<file path="config.mk">
export PLATFORM = sky130hd
export DESIGN_NAME = barrier_sync
export DESIGN_NICKNAME = d
export VERILOG_FILES = /design/src/rtl/barrier_pkg.sv /design/src/rtl/barrier_popcnt.sv /design/src/rtl/barrier_intake.sv /design/src/rtl/barrier_ctrl.sv /design/src/rtl/barrier_sync.sv
export SDC_FILE = /design/constraint.sdc
export NUM_CORES = 1
export LEC_CHECK = 0
export ABC_CLOCK_PERIOD_IN_PS = 9650
export BUFFER_PORTS_ARGS = -buffer_cell sky130_fd_sc_hd__buf_2
export CAP_MARGIN = 20
export CORE_MARGIN = 2
export CORE_UTILIZATION = 40
export CTS_BUF_LIST = sky130_fd_sc_hd__clkbuf_8
export DETAILED_ROUTE_END_ITERATION = 8
export RECOVER_POWER = 50
export SLEW_MARGIN = 10
export SYNTH_ARGS = -nofsm -noshare
export SYNTH_HDL_FRONTEND = slang
export SYNTH_SLANG_ARGS = --single-unit
</file>
<file path="constraint.sdc">
create_clock -name clk_i -period 9.65 [get_ports clk_i]
set_clock_uncertainty 0.05 [all_clocks]
set_input_delay 1.4475 -clock clk_i [delete_from_list [all_inputs] [get_ports clk_i]]
set_output_delay 1.4475 -clock clk_i [all_outputs]
set_load 0.02 [all_outputs]
</file>
<file path="src/rtl/barrier_pkg.sv">
package barrier_pkg;
  typedef enum logic {
    PH_GATHER = 1'b0,
    PH_LEAVE  = 1'b1
  } phase_e;
endpackage

</file>
<file path="src/rtl/barrier_popcnt.sv">
module barrier_popcnt #(
  parameter int unsigned W  = 4,
  parameter int unsigned CW = $clog2(W + 1)
) (
  input  logic [W-1:0]  bits_i,
  output logic [CW-1:0] cnt_o
);
  always_comb begin
    cnt_o = '0;
    for (int unsigned k = 0; k < W; k++) cnt_o = cnt_o + CW'(bits_i[k]);
  end
endmodule

</file>
<file path="src/rtl/barrier_intake.sv">
module barrier_intake
  import barrier_pkg::*;
#(
  parameter int unsigned N_PROC = 4
) (
  input  logic              clk_i,
  input  logic              rst_ni,
  input  phase_e            phase_i,
  input  logic [N_PROC-1:0] arrive_i,
  output logic [N_PROC-1:0] take_o,
  output logic [N_PROC-1:0] arrived_o
);
  for (genvar g = 0; g < N_PROC; g++) begin : g_lane
    logic arrived_q, held_q;
    logic arrived_d, held_d, take;

    always_comb begin
      take      = 1'b0;
      arrived_d = arrived_q;
      held_d    = held_q;
      if (phase_i == PH_GATHER) begin
        // a held or fresh pulse is used once per episode
        take      = (arrive_i[g] | held_q) & ~arrived_q;
        arrived_d = arrived_q | take;
        held_d    = arrived_q & (held_q | arrive_i[g]);
      end else begin
        arrived_d = 1'b0;
        held_d    = held_q | arrive_i[g];
      end
    end

    always_ff @(posedge clk_i or negedge rst_ni) begin
      if (!rst_ni) begin
        arrived_q <= 1'b0;
        held_q    <= 1'b0;
      end else begin
        arrived_q <= arrived_d;
        held_q    <= held_d;
      end
    end

    assign take_o[g]    = take;
    assign arrived_o[g] = arrived_q;
  end
endmodule

</file>
<file path="src/rtl/barrier_ctrl.sv">
module barrier_ctrl
  import barrier_pkg::*;
#(
  parameter int unsigned N_PROC = 4,
  parameter int unsigned CW     = $clog2(N_PROC + 1)
) (
  input  logic          clk_i,
  input  logic          rst_ni,
  input  logic [CW-1:0] take_cnt_i,
  input  logic [CW-1:0] leave_cnt_i,
  output phase_e        phase_o
);
  localparam logic [CW-1:0] FULL = CW'(N_PROC);

  phase_e        phase_q, phase_d;
  logic [CW-1:0] cnt_q, cnt_d;

  always_comb begin
    phase_d = phase_q;
    cnt_d   = cnt_q;
    if (phase_q == PH_GATHER) begin
      cnt_d = cnt_q + take_cnt_i;
      if (cnt_d == FULL) phase_d = PH_LEAVE;
    end else begin
      cnt_d = cnt_q - leave_cnt_i;
      if (cnt_d == '0) phase_d = PH_GATHER;
    end
  end

  always_ff @(posedge clk_i or negedge rst_ni) begin
    if (!rst_ni) begin
      phase_q <= PH_GATHER;
      cnt_q   <= '0;
    end else begin
      phase_q <= phase_d;
      cnt_q   <= cnt_d;
    end
  end

  assign phase_o = phase_q;
endmodule

</file>
<file path="src/rtl/barrier_sync.sv">
module barrier_sync
  import barrier_pkg::*;
#(
  parameter int unsigned N_PROC = 4
) (
  input  logic              clk_i,
  input  logic              rst_ni,
  input  logic [N_PROC-1:0] arrive_i,
  output logic [N_PROC-1:0] release_o
);
  localparam int unsigned CW = $clog2(N_PROC + 1);

  phase_e            phase;
  logic [N_PROC-1:0] take, arrived;
  logic [CW-1:0]     take_cnt, leave_cnt;

  barrier_intake #(.N_PROC(N_PROC)) u_intake (
    .clk_i     (clk_i),
    .rst_ni    (rst_ni),
    .phase_i   (phase),
    .arrive_i  (arrive_i),
    .take_o    (take),
    .arrived_o (arrived)
  );

  barrier_popcnt #(.W(N_PROC), .CW(CW)) u_take_cnt (
    .bits_i (take),
    .cnt_o  (take_cnt)
  );

  barrier_popcnt #(.W(N_PROC), .CW(CW)) u_leave_cnt (
    .bits_i (release_o),
    .cnt_o  (leave_cnt)
  );

  barrier_ctrl #(.N_PROC(N_PROC), .CW(CW)) u_ctrl (
    .clk_i       (clk_i),
    .rst_ni      (rst_ni),
    .take_cnt_i  (take_cnt),
    .leave_cnt_i (leave_cnt),
    .phase_o     (phase)
  );

  assign release_o = (phase == PH_LEAVE) ? arrived : '0;
endmodule

</file>
=== After elaboration in Yosys (flattened, before gate mapping) ===
Cells that the tools add are included.
W data, S select, Z words.

* Flip-flop bits (word level): 12
* Output and inout bits: 4
* Logic and storage cells: 57
* Input port bits: 6

* Add/subtract/negate cells: 8
* Multiplexer cells: 17
* Reductions and logical operators: 1
* Bitwise logic cells: 20
* Eq/ne operators: 1

{| class="wikitable"
|+ Operators by type and width
! kind !! count
|-
| $mux W1 || 15
|-
| $add A3 B1 Y3 || 4
|-
| $and A1 B1 Y1 || 8
|-
| $or A1 B1 Y1 || 8
|-
| $add A1 B1 Y2 || 2
|-
| $mux W4 || 1
|-
| $not A1 Y1 || 4
|-
| $add A3 B3 Y3 || 1
|-
| $eq A3 B3 Y1 const B || 1
|-
| $logic_not A3 Y1 || 1
|-
| $mux W3 || 1
|-
| $sub A3 B3 Y3 || 1
|}

=== Depth between registers and ports, before layout ===
* Depth after elaboration: 10
* Depth in mapped cells: 10

=== Modules after synthesis ===
From an unflattened synthesis, not the netlist that was laid out.

* Cell total of the unflattened synthesis: 85
* Area, all modules: 822.0 um2

{| class="wikitable"
|+ Modules (own cells, without submodules)
! module !! times used !! cells each !! area an instance (um2) !! sequential area each (um2)
|-
| barrier_intake || 1 || 41 || 371.6 || 200.2
|-
| barrier_ctrl || 1 || 24 || 297.8 || 100.1
|-
| barrier_popcnt || 2 || 8 || 63.8 || 0.0
|-
| barrier_sync || 1 || 4 || 25.0 || 0.0
|}

=== Worst setup path after synthesis ===
Ideal clock, no wire load.

* Path kind: input -> register
* Start: input arrive_i[1]
* End: register u_ctrl.phase_q (netlist: u_ctrl.phase_o)
* Cell stages on the path: 9
* Data arrival time: 3.469 ns
* Library setup time: 0.122 ns
* Data required time: 9.478 ns
* Setup slack: 6.009 ns
* Path through: nor2_1 nor3_1 ha_1 fa_1 ha_1 fa_1 xor2_1 xor2_1 a32o_1

* Longest elaborated chain between the ends: 10

{| class="wikitable"
|+ RTL lines
! element !! line !! source
|-
| start, declared || barrier_sync.sv:8 || <nowiki>input logic [N_PROC-1:0] arrive_i,</nowiki>
|-
| $or A1 B1 Y1 || barrier_intake.sv:23 || <nowiki>take = (arrive_i[g] | held_q) & ~arrived_q;</nowiki>
|-
| $and A1 B1 Y1 || barrier_intake.sv:23 ||
|-
| $mux W1 || barrier_intake.sv:21 || <nowiki>if (phase_i == PH_GATHER) begin</nowiki>
|-
| $add A1 B1 Y2 || barrier_popcnt.sv:10 || <nowiki>for (int unsigned k = 0; k < W; k++) cnt_o = cnt_o + CW'(bits_i[k]);</nowiki>
|-
| $add A3 B1 Y3 (2 in series) || barrier_popcnt.sv:10 ||
|-
| $add A3 B3 Y3 || barrier_ctrl.sv:22 || <nowiki>cnt_d = cnt_q + take_cnt_i;</nowiki>
|-
| $eq A3 B3 Y1 || barrier_ctrl.sv:23 || <nowiki>if (cnt_d == FULL) phase_d = PH_LEAVE;</nowiki>
|-
| $mux W1 || barrier_ctrl.sv:23 ||
|-
| $mux W1 || barrier_ctrl.sv:21 || <nowiki>if (phase_q == PH_GATHER) begin</nowiki>
|-
| named net u_ctrl.phase_d || barrier_ctrl.sv:15 || <nowiki>phase_e phase_q, phase_d;</nowiki>
|-
| end signal, assigned || barrier_ctrl.sv:35 || <nowiki>phase_q <= phase_d;</nowiki>
|-
| end, declared || barrier_ctrl.sv:15 ||
|}

The timed path passes the listed nets, and every way through them passes these cells.

=== Worst setup path in the final report ===
Same ends and word-level chain as after synthesis.

==> results.ini <==
[yosys]
syn_area_sq_um=721.9
synth.net_count=86
ys_types=16
yosysWarnings=0
syn_avg_cell_area_sq_um=10.46
synthCells=69
ys_seq_elements=12
ys_seq_area_share_pct=41.59

[worst_setup_path]
cp-end-kind=flip-flop
crit_required_ns=9.73
slowest_delay_ns=0.47
cp_top_family=adder cells
crit_path_end=u_ctrl.phase_o
reg2reg_depth=8
worstSetupPathType=in2reg
crit_arrival_ns=3.73
crit_buf_inv=1
path_max_fanout=2
crit_path_top_delay_cell=fa_1
rr_endpoint=u_ctrl.phase_o
r2r_start=u_ctrl.phase_o
cp_cell_sequence=buf_2 -> nor2_1 -> nor3_1 -> ha_1 -> fa_1 -> ha_1 -> fa_1 -> xor2_1 -> xor2_1 -> a32o_1
cp-startpoint=arrive_i[1]
reg2reg_slack_ns=6.03
crit_path_start_kind=input pin
cp_num_cells=10

[timing]
setup_tns_ns=0
drv_slew=0
rsz0062_at_grt=false
setup_viol=0
relSlewSlack_pct=55.51
holdWs_ns=0.4474
hold_viol=0
fin_ws_ns=6.000
fin_crit_ns=3.650
fmax_ghz=0.2740
min_period_over_period_pct=37.82
worst_pin_slew_ns=0.6674

[global_route]
grt_pass1_wl_mm=1.918
grt-ovfl-total=0
grt_max_degree=22
track_usage_pct=13.67
antenna_found_initial=0
grt_pass1_vias=413

[placed_design]
portBuffers=9
dp_hpwl_mm=1.016
dp_slack_ns=5.710
gp_congestion=0.7201

[routing]
drc=0
viasPerCell=4.648
firstDrtPassIters=4
ant_nets=0
drtIter0Drc=9
wire_per_inst_um=11.78
vias=488
wirelength_mm=1.237

[clocking]
h-tree-depth=1
hold_buffers=0
cts_root_buffer=clkbuf_8
numClockSinks=12
path_clk_slew_ns=0.05
cts_resized=0
post_cts_buffers=0
clk-insertion-delay-late_ns=0.24
cts_buffers=3
ctsLongestPathBuffers=2
cts_tree=built

[cells_and_area]
final_common_cell=nor2_1
fin_nets=98
antenna_cells=0
synthToLayoutAreaGrowth_pct=16.98
final_core_util_pct=49.45
final_cell_mix=nor2_1, dfrtp_1, nor3_1
drive_gt1_share_pct=17.50

[die]
placementRows=15
die_w_um=46.49
die_y_um=46.49
initial_core_util_pct=42.27
core-area_sq_mm=0.001708
io-pin-count=10
die_area_sq_mm=0.002161

[min_path]
hold_class=reg2reg

[status]
status=completed

[flow_run]
max_cap_violations=0

worst min-delay path, stage by stage, from the launching register on:
cell and delay, ns:
dfrtp_1 0.34, nor3_1 0.05, nor2_1 0.07
cell usage after synthesis:
cell type / count / area (sq um)
nand3_1: 1 / 5.000
xor2_1: 2 / 17.52
fa_1: 5 / 100.1
mux2_2: 2 / 22.52
mux2i_1: 1 / 10.01
clkbuf_1: 1 / 3.750
nor2_1: 17 / 63.81
buf_1: 1 / 3.750
inv_1: 4 / 15.01
xnor2_1: 2 / 17.52
or4_1: 1 / 7.510
ha_1: 6 / 75.07
nor3_1: 9 / 45.04
and2_1: 4 / 25.02
a32o_1: 1 / 10.01
dfrtp_1: 12 / 300.3
how the worst min path moves through the flow:
| stage | start | end | slack, ns | cells after the start |
|---|---|---|---|---|
| floorplan | u_intake.g_lane[0].held_q | u_intake.g_lane[0].arrived_q | 0.42 | 2 |
| global placement | u_intake.g_lane[2].held_q | u_intake.g_lane[2].arrived_q | 0.43 | 2 |
| detailed placement | u_intake.g_lane[1].held_q | u_intake.g_lane[1].arrived_q | 0.45 | 2 |
| CTS | u_intake.g_lane[3].held_q | u_intake.g_lane[3].arrived_q | 0.46 | 2 |
| global route | u_intake.g_lane[2].held_q | u_intake.g_lane[2].arrived_q | 0.49 | 2 |
| finish | u_intake.g_lane[3].held_q | u_intake.g_lane[3].arrived_q | 0.45 | 2 |
metal layers:
| metal | part of all wire, % | GRT usage, % | wire length (um) | vias up |
|---|---|---|---|---|
| li1 | - | - | - | 250 |
| met1 | 48 | 18.25 | 597 | 226 |
| met2 | 46 | 19.44 | 565 | 10 |
| met3 | 4.9 | 7.059 | 60 | 2 |
| met4 | 1.1 | 3.429 | 13 | 0 |
| met5 | 0 | 0 | 0 | - |
layout make-up:
type | instances | area (sq um)
well taps | 25 | 31.28
inverters | 4 | 15.01
multi-input cells | 51 | 399.1
fillers | 163 | 863.3
clock buffers | 4 | 55.05
flip-flops and latches | 12 | 300.3
repair buffers | 9 | 43.79
state kept, by name, summed over array words and instances (netlist names):
| name | count |
|---|---|
| u_ctrl.cnt_q | 3 |
| u_ctrl.phase_o | 1 |
| u_intake.g_lane.arrived_q | 4 |
| u_intake.g_lane.held_q | 4 |
cell families (layout without fill, tap and decap cells):
group                    Yosys count  after routing  share of synthesized area (%)
flip-flops                        12             12                          41.59
multiplexers                       3              3                          4.506
AO/OA/AOI/OAI                      1              1                          1.387
adder cells (fa/ha/maj)           11             11                          24.26
XOR/XNOR                           4              4                          4.854
buffers and inverters              6             17                          3.118
AND/OR/NAND/NOR                   32             32                          20.28
metrics by stage:
stage / instances / instance area (sq um)
global placement: 101 / 790.8
global route: 105 / 844.6
floorplan: 69 / 721.9
finish: 105 / 844.6
CTS: 105 / 845.8
detailed placement: 101 / 790.8
Power is left out: the tool's default activity adds up to more than one toggle a clock period on the data nets, which glitch-free logic cannot reach.
